## src/rtl/pi_rate_pkg.sv

```systemverilog
package pi_rate_pkg;
  localparam int RATE_W = 4;
  localparam int DIV_W  = 3;
  localparam logic [DIV_W-1:0] DIV_RUN = 3'b010;

  typedef logic [RATE_W-1:0] rate_t;

  // prescaler bit whose period matches the rate code
  function automatic logic [3:0] tap_of(rate_t code);
    case (code)
      4'd0:    tap_of = 4'd0;
      4'd1:    tap_of = 4'd6;
      4'd2:    tap_of = 4'd7;
      default: tap_of = code - 4'd2;
    endcase
  endfunction
endpackage

```

## src/rtl/pi_prescaler.sv

```systemverilog
module pi_prescaler
  import pi_rate_pkg::*;
#(
  parameter int PRESC_W = 15
) (
  input  logic               clk_i,
  input  logic               rst_ni,
  input  logic [DIV_W-1:0]   div_ctl_i,
  output logic [PRESC_W-1:0] cnt_o,
  output logic               adv_o,
  output logic               sec_o
);
  localparam logic [PRESC_W-1:0] CNT_MAX = '1;

  logic [PRESC_W-1:0] cnt_q;
  logic adv_q, sec_q;
  logic run_w, hold_w;

  assign run_w  = (div_ctl_i == DIV_RUN);
  assign hold_w = (div_ctl_i[2:1] == 2'b11);

  always_ff @(posedge clk_i or negedge rst_ni) begin
    if (!rst_ni) begin
      cnt_q <= '0;
      adv_q <= 1'b0;
      sec_q <= 1'b0;
    end else if (hold_w) begin
      cnt_q <= '0;
      adv_q <= 1'b0;
      sec_q <= 1'b0;
    end else begin
      adv_q <= run_w;
      sec_q <= run_w && (cnt_q == CNT_MAX);
      if (run_w) cnt_q <= cnt_q + 1'b1;
    end
  end

  assign cnt_o = cnt_q;
  assign adv_o = adv_q;
  assign sec_o = sec_q;

  assert_hold_clear_R6: assert property (@(posedge clk_i) disable iff (!rst_ni)
    hold_w |=> (cnt_q == '0) && !sec_q);
  assert_freeze_R6: assert property (@(posedge clk_i) disable iff (!rst_ni)
    (!run_w && !hold_w) |=> $stable(cnt_q) && !sec_q);
  assert_wrap_R7: assert property (@(posedge clk_i) disable iff (!rst_ni)
    sec_q |-> (cnt_q == '0));
endmodule

```

## src/rtl/pi_rate_tap.sv

```systemverilog
module pi_rate_tap
  import pi_rate_pkg::*;
#(
  parameter int PRESC_W = 15
) (
  input  logic               clk_i,
  input  logic               rst_ni,
  input  logic [PRESC_W-1:0] cnt_i,
  input  logic               adv_i,
  input  rate_t              rate_i,
  input  logic               sqwe_i,
  output logic               tick_o,
  output logic               sqw_o
);
  logic [3:0]         k_w;
  logic [PRESC_W-1:0] one_hot_w, mask_w;
  logic               on_w, tap_bit_w;

  assign on_w      = (rate_i != '0);
  assign k_w       = tap_of(rate_i);
  assign one_hot_w = PRESC_W'(1) << k_w;
  assign mask_w    = (one_hot_w << 1) - PRESC_W'(1);
  assign tap_bit_w = |(cnt_i & one_hot_w);

  // tick fires in the first cycle the tap bit is set after an advance
  assign tick_o = adv_i && on_w && ((cnt_i & mask_w) == one_hot_w);
  assign sqw_o  = sqwe_i && on_w && tap_bit_w;

  assert_tick_edge_R2: assert property (@(posedge clk_i) disable iff (!rst_ni)
    (tick_o && $stable(rate_i)) |-> $rose(tap_bit_w));
endmodule

```

## src/rtl/pi_rate_div.sv

```systemverilog
module pi_rate_div
  import pi_rate_pkg::*;
#(
  parameter int PRESC_W = 15
) (
  input  logic             clk_i,
  input  logic             rst_ni,
  input  logic [DIV_W-1:0] div_ctl_i,
  input  logic [3:0]       rate_i,
  input  logic             sqwe_i,
  input  logic             pie_i,
  output logic             tick_o,
  output logic             per_irq_o,
  output logic             sqw_o,
  output logic             sec_o
);
  logic [PRESC_W-1:0] cnt_w;
  logic               adv_w;

  pi_prescaler #(.PRESC_W(PRESC_W)) u_presc (
    .clk_i     (clk_i),
    .rst_ni    (rst_ni),
    .div_ctl_i (div_ctl_i),
    .cnt_o     (cnt_w),
    .adv_o     (adv_w),
    .sec_o     (sec_o)
  );

  pi_rate_tap #(.PRESC_W(PRESC_W)) u_tap (
    .clk_i  (clk_i),
    .rst_ni (rst_ni),
    .cnt_i  (cnt_w),
    .adv_i  (adv_w),
    .rate_i (rate_i),
    .sqwe_i (sqwe_i),
    .tick_o (tick_o),
    .sqw_o  (sqw_o)
  );

  assign per_irq_o = tick_o && pie_i;

  assert_sqw_align_R9: assert property (@(posedge clk_i) disable iff (!rst_ni)
    (tick_o && sqwe_i && $stable(sqwe_i) && $stable(rate_i)) |-> $rose(sqw_o));
endmodule

```

## config.mk

```make
export PLATFORM = sky130hd
export DESIGN_NAME = pi_rate_div
export DESIGN_NICKNAME = d
export VERILOG_FILES = /design/src/rtl/pi_rate_pkg.sv /design/src/rtl/pi_prescaler.sv /design/src/rtl/pi_rate_tap.sv /design/src/rtl/pi_rate_div.sv
export SDC_FILE = /design/constraint.sdc
export NUM_CORES = 1
export LEC_CHECK = 0
export BUFFER_PORTS_ARGS = -buffer_cell sky130_fd_sc_hd__buf_2
export CAP_MARGIN = 30
export CORE_ASPECT_RATIO = 1.2
export CORE_MARGIN = 5
export CORE_UTILIZATION = 45
export DETAILED_ROUTE_END_ITERATION = 16
export SLEW_MARGIN = 20
export SYNTH_ARGS = -nofsm -noshare
export SYNTH_HDL_FRONTEND = slang
export SYNTH_SLANG_ARGS = --single-unit
```

## constraint.sdc

```tcl
create_clock -name clk_i -period 6 [get_ports clk_i]
set_clock_uncertainty 0.2 [all_clocks]
set_input_delay 0.6 -clock clk_i [delete_from_list [all_inputs] [get_ports clk_i]]
set_output_delay 0.6 -clock clk_i [all_outputs]
set_load 0.02 [all_outputs]
```

Yosys cells after proc, flatten, opt, wreduce, memory -nomap -nowiden --
Index checks and enable logic that the tools add are counted.
Word-level totals: register bits after elaboration 17, output and inout bits 4
Cells by class: bitwise operators 2, reduce and logical (&&, ||, !) cells 10, muxes and demuxes 5, shift operators 1, $add $sub $neg 3, eq/ne operators 6
Operators by type and width (number):
- $and A15 B15 Y15 | 2
- $mux W15 | 2
- $add A15 B1 Y15 const B | 1
- $eq A15 B15 Y1 | 1
- $eq A15 B15 Y1 const B | 1
- $reduce_or A15 Y1 | 1
- $shl A1 B4 Y15 const A | 1
- $sub A15 B1 Y15 const B | 1
- $pmux W4 S3 | 1
- $logic_and A1 B1 Y1 | 6
- $eq A4 B1 Y1 const B | 1
- $eq A4 B2 Y1 const B | 1
- $logic_not A4 Y1 | 1
- $reduce_bool A4 Y1 | 1
- $sub A4 B2 Y4 const B | 1
- $eq A3 B2 Y1 const B | 1
- $eq A2 B2 Y1 const B | 1
- $mux W1 | 2
- $reduce_bool A2 Y1 | 1

Longest topological paths before layout --
Gate-level depths: netlist of run 1.
depth in word-level cells 8, depth in mapped cells 16, gate-level depth less buffers 12

By module --
A second synthesis of run 1 with hierarchy kept.
Second synthesis, totals: cells, all modules 235, area total of the unflattened synthesis 1841.8 um^2
By module, submodules not included:
- pi_prescaler | area an instance 918.4 um^2, seq. area each 425.4 um^2, instances 1, cells an instance 98
- pi_rate_tap | area an instance 917.1 um^2, seq. area each 0.0 um^2, instances 1, cells an instance 136
- pi_rate_div | area an instance 6.3 um^2, seq. area each 0.0 um^2, instances 1, cells an instance 1

Worst setup path after synthesis of run 1 --
OpenSTA, ideal clock, no wires.
path kind input to output, start input rate_i[1], end output tick_o, required time 5.200 ns, cell stages on the path 16, buffers on the path 4, arrival time 3.978 ns, slack 1.222 ns, path through buf_2 -> clkbuf_1 -> inv_1 -> ha_1 -> buf_2 -> a21boi_0 -> a2111oi_4 -> inv_1 -> ha_1 -> clkbuf_1 -> inv_1 -> a311oi_1 -> o221a_2 -> nor2_1 -> or4_4 -> nor3_1
On the way: cells in the longest elaborated chain, start to end 7, elaborated cells between the ends (all ways) 12, classes of those cells add/sub (2); eq/ne (3); shift (1); mux (1); bitwise (1); reduce/logical (4)
Ends and longest elaborated chain:
- start, declared | line pi_rate_div.sv:9 | input logic [3:0] rate_i,
- $sub A4 B2 Y4 (tied with other cells) | line pi_rate_pkg.sv:14 | default: tap_of = code - 4'd2;
- $pmux W4 S3 | line pi_rate_pkg.sv:10 | case (code)
- $shl A1 B4 Y15 | line pi_rate_tap.sv:21 | assign one_hot_w = PRESC_W'(1) << k_w;
- $sub A15 B1 Y15 | line pi_rate_tap.sv:22 | assign mask_w = (one_hot_w << 1) - PRESC_W'(1);
- $and A15 B15 Y15 | line pi_rate_tap.sv:26 | assign tick_o = adv_i && on_w && ((cnt_i & mask_w) == one_hot_w);
- $eq A15 B15 Y1 | line pi_rate_tap.sv:26
- $logic_and A1 B1 Y1 (*) | line pi_rate_tap.sv:26
- end, declared | line pi_rate_div.sv:12 | output logic tick_o,
Every way passes the cells marked *; elsewhere a longest branch is shown, timed or not.

Final worst setup path of run 1 --
start input rate_i[1], end output per_irq_o
On the way: cells in the longest elaborated chain, start to end 8, elaborated cells between the ends (all ways) 13, classes of those cells add/sub (2); eq/ne (3); shift (1); mux (1); bitwise (1); reduce/logical (5)
Ends and longest elaborated chain:
- $sub A4 B2 Y4 (tied with other cells) | line pi_rate_pkg.sv:14
- $pmux W4 S3 | line pi_rate_pkg.sv:10
- $shl A1 B4 Y15 | line pi_rate_tap.sv:21
- $sub A15 B1 Y15 | line pi_rate_tap.sv:22
- $and A15 B15 Y15 | line pi_rate_tap.sv:26
- $eq A15 B15 Y1 | line pi_rate_tap.sv:26
- $logic_and A1 B1 Y1 (*) | line pi_rate_tap.sv:26
- $logic_and A1 B1 Y1 (*) | line pi_rate_div.sv:40 | assign per_irq_o = tick_o && pie_i;
- end, declared | line pi_rate_div.sv:13 | output logic per_irq_o,
Marked as above.

==> impl_metrics.py, run 1 <==
metrics = {
    "status": {
        "status": "complete, no violations",
    },
    "critical_path": {
        "critical_path.slowest_cell": "or4_4",
        "crit_type": "in -> out",
        "worstPathCellList": "buf_2 > inv_1 > ha_1 > a21boi_0 > a2111oi_4 > inv_1 > ha_1 > inv_1 > a311oi_1 > o221a_2 > nor2_1 > or4_4 > nor4_2 > buf_2",
        "cp_num_buf_inv": 5,
        "worstSetupStartpointType": "input port",
        "cp_common_cell": "inv_1",
        "cp_data_arrival_time_ps": 4140,
        "slowest_delay_ps": 550,
        "cp.required_ps": 5200,
        "critPathCaptureType": "primary output",
        "critPathTopFamily": "compound AO/OA/AOI/OAI gates",
        "cp_max_fo": 25,
    },
    "die": {
        "core_sq_um": 4200,
        "die_x_um": 69.9,
        "initial_utilization_pct": 46.1,
        "chipHeight_um": 81.8,
        "rows": 26,
        "die_area_sq_um": 5720,
        "ios": 15,
    },
    "sta": {
        "fmax_mhz": 202,
        "rsz0062_at_grt": "no",
        "period_needed_ps": 4940,
        "slew_headroom_pct": 45.8,
        "tns_ps": 0,
        "maxSlewViolCount": 0,
        "worst_slew_pin_slew_ps": 811,
        "final_hold_viol_count": 0,
        "post-route-period-util_pct": 82.4,
        "setup_viol": 0,
    },
    "clock_tree": {
        "cts_max_level": 1,
        "post_cts_buffers": 0,
        "cts_buffer_depth": 2,
        "postCtsHoldBufs": 0,
        "cts_tree": "built",
        "cts_buffers": 3,
        "cts_resized": 0,
        "root_buffer": "clkbuf_8",
        "path_clk_slew_ps": 70,
        "clock_sinks": 17,
        "insertion_delay_ps": 250,
    },
    "worst_hold_path": {
        "worstHoldPathType": "in -> async",
    },
    "drt": {
        "wl_per_cell_um": 19.2,
        "ant_nets": 0,
        "dr_total_vias": 2016,
        "wirelength_mm": 5.96,
        "via_per_inst": 6.48,
        "route.detailed.drc": 0,
        "drt-initial-drc-count": 240,
        "first_pass_iters": 5,
    },
    "synth": {
        "synth.distinct_cells": 59,
        "synth-async-reset-ratio_pct": 100,
        "synth_nets": 274,
        "syn_inst": 259,
        "synth_area_leaders": "dfrtp_1 22%, nand2_1 4.7%, o21ai_0 4.4%",
        "ys_seq_elements": 17,
        "ys_seq_area_share_pct": 22.0,
        "synth_warnings": 0,
        "synth_top_flop_cell": "dfrtp_1",
        "synth_edf_count": 0,
        "synth.top_cell.area_share_pct": 22.0,
        "syn_area_per_cell_sq_um": 7.47,
        "yosys.area.top_type": "dfrtp_1",
        "netlist_area_sq_um": 1930,
    },
    "cells_and_area": {
        "diodes": 0,
        "syn_to_final_growth_pct": 4.59,
        "fin_nets": 271,
        "drive_gt1_share_pct": 11.8,
    },
    "placement": {
        "dp_hpwl_mm": 4.54,
        "place_congestion": 0.891,
        "io_buffer_count": 14,
    },
    "global_route": {
        "antenna_found_initial": 0,
        "gr-usage-all-layers_pct": 20.9,
        "grt_pass1_wl_mm": 9.56,
        "grt_overflow": 0,
        "grt_max_degree": 26,
        "first_global_vias": 1917,
    },
    "run": {
        "maxCapViolations": 0,
    },
    "power_and_ir_drop": {
        "vdd_drop_max_mv": 0.109,
        "leakage_nw": 0.769,
        "p_total_mw": 0.310,
        "power_density_nw_per_um2": 153,
    },
}
final timing paths:
| path | from | to | slack (ps) | depth (start not counted) |
|---|---|---|---|---|
| setup / recovery | rate_i[1] | per_irq_o | 1060 | 14 |
| hold / removal | rst_ni | u_presc.cnt_o[5] | 60 | 1 |
| setup reg to reg | u_presc.cnt_o[1] | u_presc.cnt_o[14] | 3710 | 7 |
| hold reg to reg | u_presc.cnt_o[14] | u_presc.cnt_o[14] | 410 | 2 |
| max in group asynchronous | rst_ni | u_presc.cnt_o[0] | 5260 | 1 |
| min in group clk_i | u_presc.cnt_o[14] | u_presc.cnt_o[14] | 410 | 2 |
flip-flops by register name, indices dropped and copies added (netlist names):
register       flops
u_presc.cnt_o     15
u_presc.sec_o      1
u_presc.adv_o      1
cell usage in the layout, fill, tap and decap left out, types with 5 or more instances in the layout:
master,synthesis,final
nand2_1,24,24
o21ai_0,17,17
dfrtp_1,17,17
nor2_1,16,16
nand3_1,14,14
a21oi_1,14,14
buf_2,5,14
inv_1,12,12
nor2b_1,10,10
nand4_1,8,8
xor2_1,6,6
o211ai_1,6,6
nand2b_1,5,5
logic make-up after synthesis:
family	after synthesis	share of synthesized area, %
mux	2	1.10
simple gates	104	29.0
fa+ha+maj	4	2.59
xor+xnor	10	4.53
compound gates	85	32.5
buf+inv	37	8.28
flops	17	22.0
final cells by class:
cell class                 count  area, sq um
clock buffer                   4         45.0
fill                         426         2170
inverter                      13         48.8
multi-input combinational    205         1350
sequential                    17          425
tap                           56         70.1
timing repair buffer          16         85.1
per-stage QoR:
step / hold slack, ps / cell area (sq um) / std cells / utilization (%) / setup WS, ps
after CTS: 71.1 / 2020 / 311 / 48.2 / 1120
after global routing: 80.3 / 2020 / 311 / 48.2 / 880
after floorplan: 104 / 1930 / 259 / - / 1220
after detailed placement: 340 / 1980 / 307 / 47.1 / 1120
after global placement: 344 / 1980 / 307 / 47.1 / 1080
final: 60.8 / 2020 / 311 / 48.2 / 1060
synth_stat cells (3+ instances only):
master / count
o2111ai_1: 4
nand3_1: 14
o21ai_0: 17
nand2_1: 24
a21oi_1: 14
dfrtp_1: 17
nor2b_1: 10
a31oi_1: 4
ha_1: 4
nor4_1: 3
xnor2_1: 4
buf_2: 5
a211oi_1: 3
inv_1: 12
xor2_1: 6
clkbuf_1: 17
or2_2: 3
o211ai_1: 6
o31ai_1: 4
a21o_1: 4
a311oi_1: 3
nand2b_1: 5
nor3_1: 4
nor2_1: 16
o22ai_1: 4
nand4_1: 8
power by group:
group          total, mW  switching, mW  internal, mW  leakage [nW]
combinational     0.0978         0.0629        0.0349         0.512
sequential         0.128        0.00967         0.119         0.234
clock             0.0834         0.0364        0.0470        0.0228
metal layers:
metal | part of all wire, % | up-vias | GRT usage, %
li1 | - | 960 | -
met1 | 40 | 940 | 23.9
met2 | 50 | 89 | 37.8
met3 | 5.1 | 27 | 2.20
met4 | 4.8 | 0 | 12.8
met5 | 0 | - | 0
(Power assumes the default switching activity.)
==> inputs of run 2 (changes only) <==
==> constraint.sdc (replaced) <==
create_clock -name clk_i -period 4.75 [get_ports clk_i]
set_clock_uncertainty 0.2 [all_clocks]
set_input_delay 0.475 -clock clk_i [delete_from_list [all_inputs] [get_ports clk_i]]
set_output_delay 0.475 -clock clk_i [all_outputs]
set_load 0.02 [all_outputs]
==> run 2 against run 1 <==
Against the previous run:
- sequential cell count is the same
- setup slack got worse by 740 ps
- critical path type unchanged
- non-clock buffer count increased by 4
- die area stayed put
- highest routed layer unchanged
- routed wire length decreased by 6.0%
- critical endpoint unchanged
==> impl_metrics.py, run 2 (synthesized netlist as in run 1, its figures left out) <==
metrics = {
    "run": {
        "maxCapViolations": 0,
    },
    "placement": {
        "place_congestion": 0.895,
        "placed_cell_area_sq_um": 2000,
        "dp_hpwl_mm": 4.21,
        "io_buffer_count": 14,
        "placedCellCount": 310,
    },
    "drt": {
        "dr_total_vias": 2036,
        "route.detailed.drc": 0,
        "drt-initial-drc-count": 277,
        "via_per_inst": 6.46,
        "wirelength_mm": 5.60,
        "first_pass_iters": 5,
        "wl_per_cell_um": 17.8,
        "ant_nets": 0,
    },
    "clock_tree": {
        "insertion_delay_ps": 250,
        "root_buffer": "clkbuf_8",
        "path_clk_slew_ps": 70,
        "postCtsHoldBufs": 1,
        "cts_buffers": 3,
        "cts_tree": "built",
        "clock_sinks": 17,
        "cts_buffer_depth": 2,
        "cts_max_level": 1,
        "cts_resized": 0,
        "post_cts_buffers": 0,
    },
    "sta": {
        "slew_headroom_pct": 53.3,
        "maxSlewViolCount": 0,
        "post-route-period-util_pct": 93.3,
        "final_hold_viol_count": 0,
        "fmax_mhz": 226,
        "tns_ps": 0,
        "worst_slew_pin_slew_ps": 694,
        "timing.hold.ws_ps": 307,
        "rsz0062_at_grt": "no",
        "setup_viol": 0,
        "period_needed_ps": 4430,
    },
    "status": {
        "status": "complete, no violations",
    },
    "die": {
        "rows": 26,
        "initial_utilization_pct": 46.1,
        "die_x_um": 69.9,
        "ios": 15,
        "chipHeight_um": 81.8,
        "core_sq_um": 4200,
        "die_area_sq_um": 5720,
    },
    "critical_path": {
        "critPathCaptureType": "primary output",
        "crit_type": "in -> out",
        "cp.required_ps": 4070,
        "worstSetupStartpointType": "input port",
        "cp_max_fo": 13,
        "cp_data_arrival_time_ps": 3760,
    },
    "cells_and_area": {
        "largest_reg_flops": 15,
        "final_area_sq_um": 2060,
        "final_cell_mix": "24 x nand2_1, 17 x o21ai_0, 17 x dfrtp_1",
        "drive_gt1_share_pct": 12.7,
        "diodes": 0,
        "final_common_cell": "nand2_1",
        "fin_cells": 315,
        "fin_nets": 275,
        "syn_to_final_growth_pct": 6.27,
    },
    "global_route": {
        "antenna_found_initial": 0,
        "first_global_vias": 1931,
        "gr-usage-all-layers_pct": 20.3,
        "grt_overflow": 0,
        "grt_pass1_wl_mm": 9.37,
        "grt_max_degree": 25,
    },
    "power_and_ir_drop": {
        "power_density_nw_per_um2": 193,
        "vdd_drop_max_mv": 0.297,
        "leakage_nw": 0.788,
    },
    "worst_hold_path": {
        "worstHoldPathType": "in -> reg",
    },
}
## run 2: cell types whose count changed in the layout (fill, tap and decap cells not counted)
cell	change
buf_4	+3
dlygate4sd3_1	+1
## run 2: final timing paths
check / from / end / slack (ps) / depth (start not counted)
setup / recovery: rate_i[2] / per_irq_o / 320 / 14
hold / removal: div_ctl_i[2] / u_presc.cnt_o[5] / 310 / 2
setup reg to reg: u_presc.cnt_o[1] / u_presc.cnt_o[14] / 2510 / 7
hold reg to reg: u_presc.cnt_o[0] / u_presc.cnt_o[0] / 400 / 1
max in group asynchronous: rst_ni / u_presc.cnt_o[2] / 3590 / 2
min in group asynchronous: rst_ni / u_presc.cnt_o[5] / 470 / 2
## run 2: through the flow
step	total power, mW	worst slack, ps	util, %
after floorplan	0.251	222	-
after global placement	0.286	474	47.7
after detailed placement	0.285	360	47.7
after CTS	0.393	364	49.0
after global routing	0.417	37.6	49.0
final	0.396	320	49.0
## run 2: cell type report
type                       count  area, sq um
clock buffer                   4         45.0
fill                         419         2140
inverter                      13         48.8
multi-input combinational    205         1350
sequential                    17          425
tap                           56         70.1
timing repair buffer          20          118
## run 2: critical path, stage by stage
cell	delay (ps)
buf_2	160
inv_1	70
ha_1	400
or3b_1	390
a2111oi_4	140
inv_1	80
ha_1	330
inv_1	70
a311oi_1	310
o221a_2	290
nor2_1	50
or4_4	540
nor4_2	240
buf_2	200
## run 2: power breakdown
part	switching [mW]	internal, mW
clock network	0.0503	0.0596
logic	0.0787	0.0469
registers	0.0106	0.150
## run 2: layer usage
layer | wire length [um] | track usage [%] | vias to the layer above
li1 | - | - | 972
met1 | 2300 | 24.7 | 951
met2 | 2770 | 34.9 | 85
met3 | 254 | 2.08 | 28
met4 | 274 | 12.1 | 0
met5 | 0 | 0 | -
